## src/rtl/lbm_pkg.sv

```systemverilog
package lbm_pkg;
  typedef struct packed {
    logic trig;
    logic en;
  } lbm_flags_t;
endpackage

```

## src/rtl/lbm_sampler.sv

```systemverilog
module lbm_sampler #(
  parameter int DATA_W = 16,
  parameter int CTRL_W = 4,
  localparam int W = DATA_W + CTRL_W
) (
  input  logic              clk,
  input  logic              rst,
  input  logic              valid,
  input  logic              accept,
  input  logic [DATA_W-1:0] data,
  input  logic [CTRL_W-1:0] ctrl,
  output logic              hs_q,
  output logic [W-1:0]      word_q
);
  // One register stage: a handshake and its word are captured together.
  always_ff @(posedge clk) begin
    if (rst) begin
      hs_q   <= 1'b0;
      word_q <= '0;
    end else begin
      hs_q   <= valid & accept;
      word_q <= {ctrl, data};   // control above data
    end
  end
endmodule

```

## src/rtl/lbm_compare.sv

```systemverilog
module lbm_compare #(
  parameter int W = 20
) (
  input  logic         en,
  input  logic         hs_q,
  input  logic [W-1:0] word_q,
  input  logic [W-1:0] cond,
  output logic         hit
);
  logic [W-1:0] eq_bit;
  genvar gi;
  generate
    for (gi = 0; gi < W; gi++) begin : g_bit
      assign eq_bit[gi] = ~(word_q[gi] ^ cond[gi]);
    end
  endgenerate

  always_comb hit = en & hs_q & (&eq_bit);
endmodule

```

## src/rtl/lbm_status.sv

```systemverilog
module lbm_status #(
  parameter int W = 20,
  localparam int RW = W + 2
) (
  input  logic          clk,
  input  logic          rst,
  input  logic          wr,
  input  logic [RW-1:0] wdata,
  input  logic          hit,
  output logic [W-1:0]  cond,
  output logic          en,
  output logic [RW-1:0] rdata,
  output logic          evt
);
  import lbm_pkg::*;
  lbm_flags_t flg;
  logic [W-1:0] cond_q;
  logic         evt_q;

  always_ff @(posedge clk) begin
    if (rst) begin
      cond_q <= '0;
      flg    <= '0;
      evt_q  <= 1'b0;
    end else if (wr) begin
      cond_q   <= wdata[W-1:0];
      flg.en   <= wdata[W];
      flg.trig <= 1'b0;
      evt_q    <= 1'b0;
    end else begin
      evt_q <= hit & ~flg.trig;
      if (hit) flg.trig <= 1'b1;
    end
  end

  assign cond  = cond_q;
  assign en    = flg.en;
  assign rdata = {flg.trig, flg.en, cond_q};
  assign evt   = evt_q;

  AST_EVT_SINGLE: assert property (@(posedge clk) disable iff (rst) evt_q |=> !evt_q);
  AST_EVT_HAS_TRIG: assert property (@(posedge clk) disable iff (rst) evt_q |-> flg.trig);
  AST_TRIG_STICKY: assert property (@(posedge clk) disable iff (rst) (flg.trig && !wr) |=> flg.trig);
  AST_WR_CLEARS: assert property (@(posedge clk) disable iff (rst) wr |=> (!flg.trig && !evt_q));
  AST_DISARMED_QUIET: assert property (@(posedge clk) disable iff (rst) (!flg.en && !wr) |=> !evt_q);
endmodule

```

## src/rtl/link_bp_monitor.sv

```systemverilog
module link_bp_monitor #(
  parameter int DATA_W = 16,
  parameter int CTRL_W = 4,
  localparam int W  = DATA_W + CTRL_W,
  localparam int RW = W + 2
) (
  input  logic              clk,
  input  logic              rst,
  input  logic              lnk_valid,
  input  logic              lnk_accept,
  input  logic [DATA_W-1:0] lnk_data,
  input  logic [CTRL_W-1:0] lnk_ctrl,
  input  logic              cfg_wr,
  input  logic [RW-1:0]     cfg_wdata,
  output logic [RW-1:0]     cfg_rdata,
  output logic              evt_pulse
);
  logic         hs_q;
  logic [W-1:0] word_q;
  logic [W-1:0] cond;
  logic         en;
  logic         hit;

  lbm_sampler #(.DATA_W(DATA_W), .CTRL_W(CTRL_W)) u_smp (
    .clk(clk), .rst(rst), .valid(lnk_valid), .accept(lnk_accept),
    .data(lnk_data), .ctrl(lnk_ctrl), .hs_q(hs_q), .word_q(word_q)
  );

  lbm_compare #(.W(W)) u_cmp (
    .en(en), .hs_q(hs_q), .word_q(word_q), .cond(cond), .hit(hit)
  );

  lbm_status #(.W(W)) u_sts (
    .clk(clk), .rst(rst), .wr(cfg_wr), .wdata(cfg_wdata), .hit(hit),
    .cond(cond), .en(en), .rdata(cfg_rdata), .evt(evt_pulse)
  );

  AST_EVT_NEEDS_HS: assert property (@(posedge clk) disable iff (rst)
    (evt_pulse && !$past(rst)) |-> $past(lnk_valid && lnk_accept, 2));
  AST_HIT_NEEDS_HS: assert property (@(posedge clk) disable iff (rst) hit |-> hs_q);
endmodule

```

## config.mk

```make
export PLATFORM = sky130hd
export DESIGN_NAME = link_bp_monitor
export DESIGN_NICKNAME = d
export VERILOG_FILES = /design/src/rtl/lbm_pkg.sv /design/src/rtl/lbm_sampler.sv /design/src/rtl/lbm_compare.sv /design/src/rtl/lbm_status.sv /design/src/rtl/link_bp_monitor.sv
export SDC_FILE = /design/constraint.sdc
export NUM_CORES = 1
export LEC_CHECK = 0
export BUFFER_PORTS_ARGS = -buffer_cell sky130_fd_sc_hd__buf_2
export CAP_MARGIN = 10
export CORE_AREA = 4 4 85 95
export DETAILED_ROUTE_END_ITERATION = 6
export DIE_AREA = 0 0 89 99
export GPL_TIMING_DRIVEN = 0
export PLACE_DENSITY = 0.45
export RECOVER_POWER = 25
export SLEW_MARGIN = 20
export SYNTH_ARGS = -nofsm -noshare
export SYNTH_HDL_FRONTEND = slang
export SYNTH_SLANG_ARGS = --single-unit
```

## constraint.sdc

```tcl
create_clock -name clk -period 1.3 [get_ports clk]
set_input_delay 0.26 -clock clk [delete_from_list [all_inputs] [get_ports clk]]
set_output_delay 0.26 -clock clk [all_outputs]
set_load 0.02 [all_outputs]
```

* Word-level counts from Yosys, hierarchy flattened
Index checks and enable logic that the tools add are counted.
Storage, ports and cells: register bits 44, input port bits 47, output and inout port bits 23, logic and storage cells 53
Operators by class: bitwise logic cells 45, reductions and logical operators 2
Operators with widths (number):
- NOT 1 bit | 21
- AND reduction 20 bit | 1
- XOR 1 bit | 20
- bitwise AND 1 bit | 4
- OR reduction 2 bit | 1

* Depth between registers and ports, before layout
depth after elaboration 5, mapped depth 5, gate-level depth less buffers 4

* Cells and area by module
From an unflattened synthesis, not the netlist that was laid out.
Second synthesis, totals: cell total of the unflattened synthesis 165, area total of the unflattened synthesis 1848.0 um2
By module, submodules not included:
- lbm_status | instances 1, cells an instance 94, area each 996.0 um2, seq. area each 460.4 um2
- lbm_sampler | instances 1, cells an instance 44, area each 626.9 um2, seq. area each 420.4 um2
- lbm_compare | instances 1, cells an instance 27, area each 225.2 um2, seq. area each 0.0 um2

* Least setup slack after synthesis
OpenSTA, ideal clock, no wires.
path type reg-to-reg, start point register u_sts.cond_q[7], in the netlist u_sts.cond[7], end point register u_sts.evt_q, in the netlist u_sts.evt, setup time 0.073 ns, data arrival time 1.105 ns, data required time 1.227 ns, path slack 0.122 ns, stages on the path, launching flop included 5, buffers on the path 0, period minus slack after synthesis 1.178 ns, cell sequence dfxtp_1 xor2_1 nor4_2 nand4_1 nor3_2
On the way: cells in the longest elaborated chain, start to end 5
RTL lines:
- start: declaration | line lbm_status.sv:17 | logic [W-1:0] cond_q;
- start signal: assignment | line lbm_status.sv:26 | cond_q <= wdata[W-1:0];
- XOR 1 bit | line lbm_compare.sv:14 | assign eq_bit[gi] = ~(word_q[gi] ^ cond[gi]);
- NOT 1 bit | line lbm_compare.sv:14
- AND reduction 20 bit | line lbm_compare.sv:18 | always_comb hit = en & hs_q & (&eq_bit);
- bitwise AND 1 bit | line lbm_compare.sv:18
- bitwise AND 1 bit | line lbm_status.sv:31 | evt_q <= hit & ~flg.trig;
- end signal: assignment | line lbm_status.sv:31
- end: declaration | line lbm_status.sv:18 | logic evt_q;
No other way between the ends. A chain may end at the register's enable or synchronous reset.

* Worst setup path after layout
Same ends and word-level chain as after synthesis.

==> metrics.cfg <==
[run_status]
status = finished, final reports clean

[global_routing]
first_global_vias = 1222
grt_usage = 0.0947
antenna_found_initial = 0
grt_pass1_wl_mm = 6.14
grt_max_degree = 13
globalRouteOverflowTotal = 0

[timing]
setup_slack_ps = 52.4
tightest_slew_ps = 554
drv_slew = 0
finalCritPeriodShare = 0.960
slew_headroom = 0.631
period_needed_ps = 1250
setup-tns-final_ps = 0
hold_viol_final = 0
fmax_ghz = 0.802
setup_viol = 0
rsz0062_at_grt = true
clock-skew-final_ps = 2.29

[floorplan]
die_y_um = 99
core-area_mm2 = 0.00701
chipWidth_um = 89
start_util = 0.229
io_pins = 70
die_area_mm2 = 0.00881
std_cell_rows = 32

[drt]
drc = 0
drtIter0Drc = 11
wl_mm = 3.93
vias = 1201
post_drt_wl_per_cell_um = 12.8
avgViaCountPerCell = 3.91
dr.pass1.iters = 4
ant_nets = 0

[synth]
synth_cells = 149
avgSynthCellArea_um2 = 10.8
yosysUniqueCellTypes = 18
synth_top_area_share = 0.548
synth_top_area_cell = dfxtp_1
ys_seq_area_frac = 0.548
ys_ff_latch = 44
synth_fp_nets = 196
ys.warnings.count = 0
synth.cell_area_mm2 = 0.00161
yosys-top-cells-area = dfxtp_1 (55%), mux2i_1 (13%), xor2_1 (9.3%), nor2b_1 (7.8%), nor2_1 (5.6%)

[finish]
layout-drive-gt1-share = 0.392
diodes = 0
n_fill_cell = 775
final_common_cell = buf_2
fin_nets = 269
layout_common_cells = buf_2 (67), dfxtp_1 (40), nor2_1 (24)
finish.utilization = 0.310
synthToLayoutAreaGrowth_pct = 35.2

[placement]
portBuffers = 66
pre_cts_ws_ps = -48.1
dp_hpwl_mm = 2.98
routabilityCongestion = 0.688

[pwr]
powerDensity_mw_per_mm2 = 1270
power_w = 0.00276
p_leak_nw = 1.07
irDropWorstVdd_v = 0.000412

[clock_network]
cts_made_buffers = 5
cts_tree = done
clkSlewWorstSetupHoldPaths_ps = 80
postCtsSetupBuffers = 0
cts.sinks = 44
clock-root-buffer = clkbuf_8
clkLatencyLatePin_ps = 290
cts-htree-levels = 2
cts_buffer_depth = 2

[critical_path]
rr_endpoint = u_sts.evt
cp.depth = 4
worst_ep_required_time_ps = 1520
r2r_cells = 4
crit_start = u_sts.cond[7]
endpoint_kind = flop
path_cells = xor2_1 > nor4_2 > nand4_1 > nor3_2
cp-start-kind = flop
crit_end = u_sts.evt
crit_family = simple AND/OR/NAND/NOR gates
max_stage_delay_ps = 330
rr_startpoint = u_sts.cond[7]
crit_fanout = 3
cp_slowest_cell = dfxtp_1
critPathArrivalTime_ps = 1460
path_class = reg -> reg
cp_num_buf_inv = 0
r2r_setup_slack_ps = 50

[worst_hold_path]
hold_depth = 2
holdCritPathClass = in -> reg

[run]
cap_violations = 0

-- cells by family after synthesis --
group / after synthesis / share of synthesized area
xor gates and xnor gates: 20 / 0.109
and+or+nand+nor: 54 / 0.179
buffers and inverters: 9 / 0.0296
DFF: 44 / 0.548
AOI/OAI and AO/OA: 1 / 0.00311
muxes: 21 / 0.131
-- per-stage QoR --
step                cell area, um^2  hold slack [ps]  instances
finish                         2170              171        307
detailed placement             2040              460        300
global placement               2040              453        300
global route                   2170              157        307
floorplan                      1610              374        149
CTS                            2150              161        307
-- worst register-to-register path: cells and delay by family (launching register included) --
family | cells | cell delay, ps
XOR/XNOR | 1 | 170
flip-flops | 1 | 330
AND/OR/NAND/NOR | 3 | 670
-- layout make-up --
cell class                      instances  area (um^2)  share of cell area
Buffer                                  9         46.3              0.0213
Clock buffer                            7         96.3              0.0444
Multi-Input combinational cell         96          704               0.324
Sequential cell                        44          888               0.409
Tap cell                               85          106              0.0490
Timing Repair Buffer                   66          330               0.152
-- flip-flops by register name (all words and copies together) (netlist names) --
register,cells
u_sts.en,1
u_sts.cond,20
u_sts.evt,1
u_smp.word_q,20
u_sts.rdata,1
u_smp.hs_q,1
-- repair_timing --
item                       in CTS  in global routing
gates resized for setup         2                  7
hold buffers                    0                  0
setup endpoints to repair       2                  2
pin swaps                       1                  5
-- routing by layer --
metal,vias to the layer above,track usage,part of all wire,wire (um)
met2,48,0.146,0.45,1780
met3,6,0.0376,0.094,371
met5,-,0,0,0
met4,0,0.0309,0.012,47
li1,625,-,-,-
met1,522,0.120,0.44,1730
-- worst min path at each step --
stage,from,to,slack (ps)
after floorplan,lnk_accept,u_smp.hs_q,370
after global placement,u_sts.rdata[21],u_sts.evt,450
after detailed placement,u_sts.rdata[21],u_sts.evt,460
after CTS,lnk_data[8],u_smp.word_q[8],160
after global routing,lnk_data[8],u_smp.word_q[8],160
final,lnk_data[0],u_smp.word_q[0],170
-- power breakdown --
group	switching, W	total (W)	internal, W	leakage [nW]
Sequential	0.0000483	0.00147	0.00142	0.366
Clock	0.000450	0.000924	0.000474	0.0503
Combinational	0.000190	0.000367	0.000177	0.658
Total	0.000689	0.00276	0.00207	1.07
-- synthesized netlist by cell type --
cell,number
buf_1,1
buf_2,1
buf_4,3
clkbuf_1,3
clkbuf_2,1
dfxtp_1,44
mux2i_1,21
nand2_1,2
nand4_1,2
nand4bb_1,1
nor2_1,24
nor2b_1,20
nor3_2,1
nor4_1,3
nor4_2,1
o21ai_1,1
xnor2_1,3
xor2_1,17
Note: power is estimated with default switching activity, not from simulation.
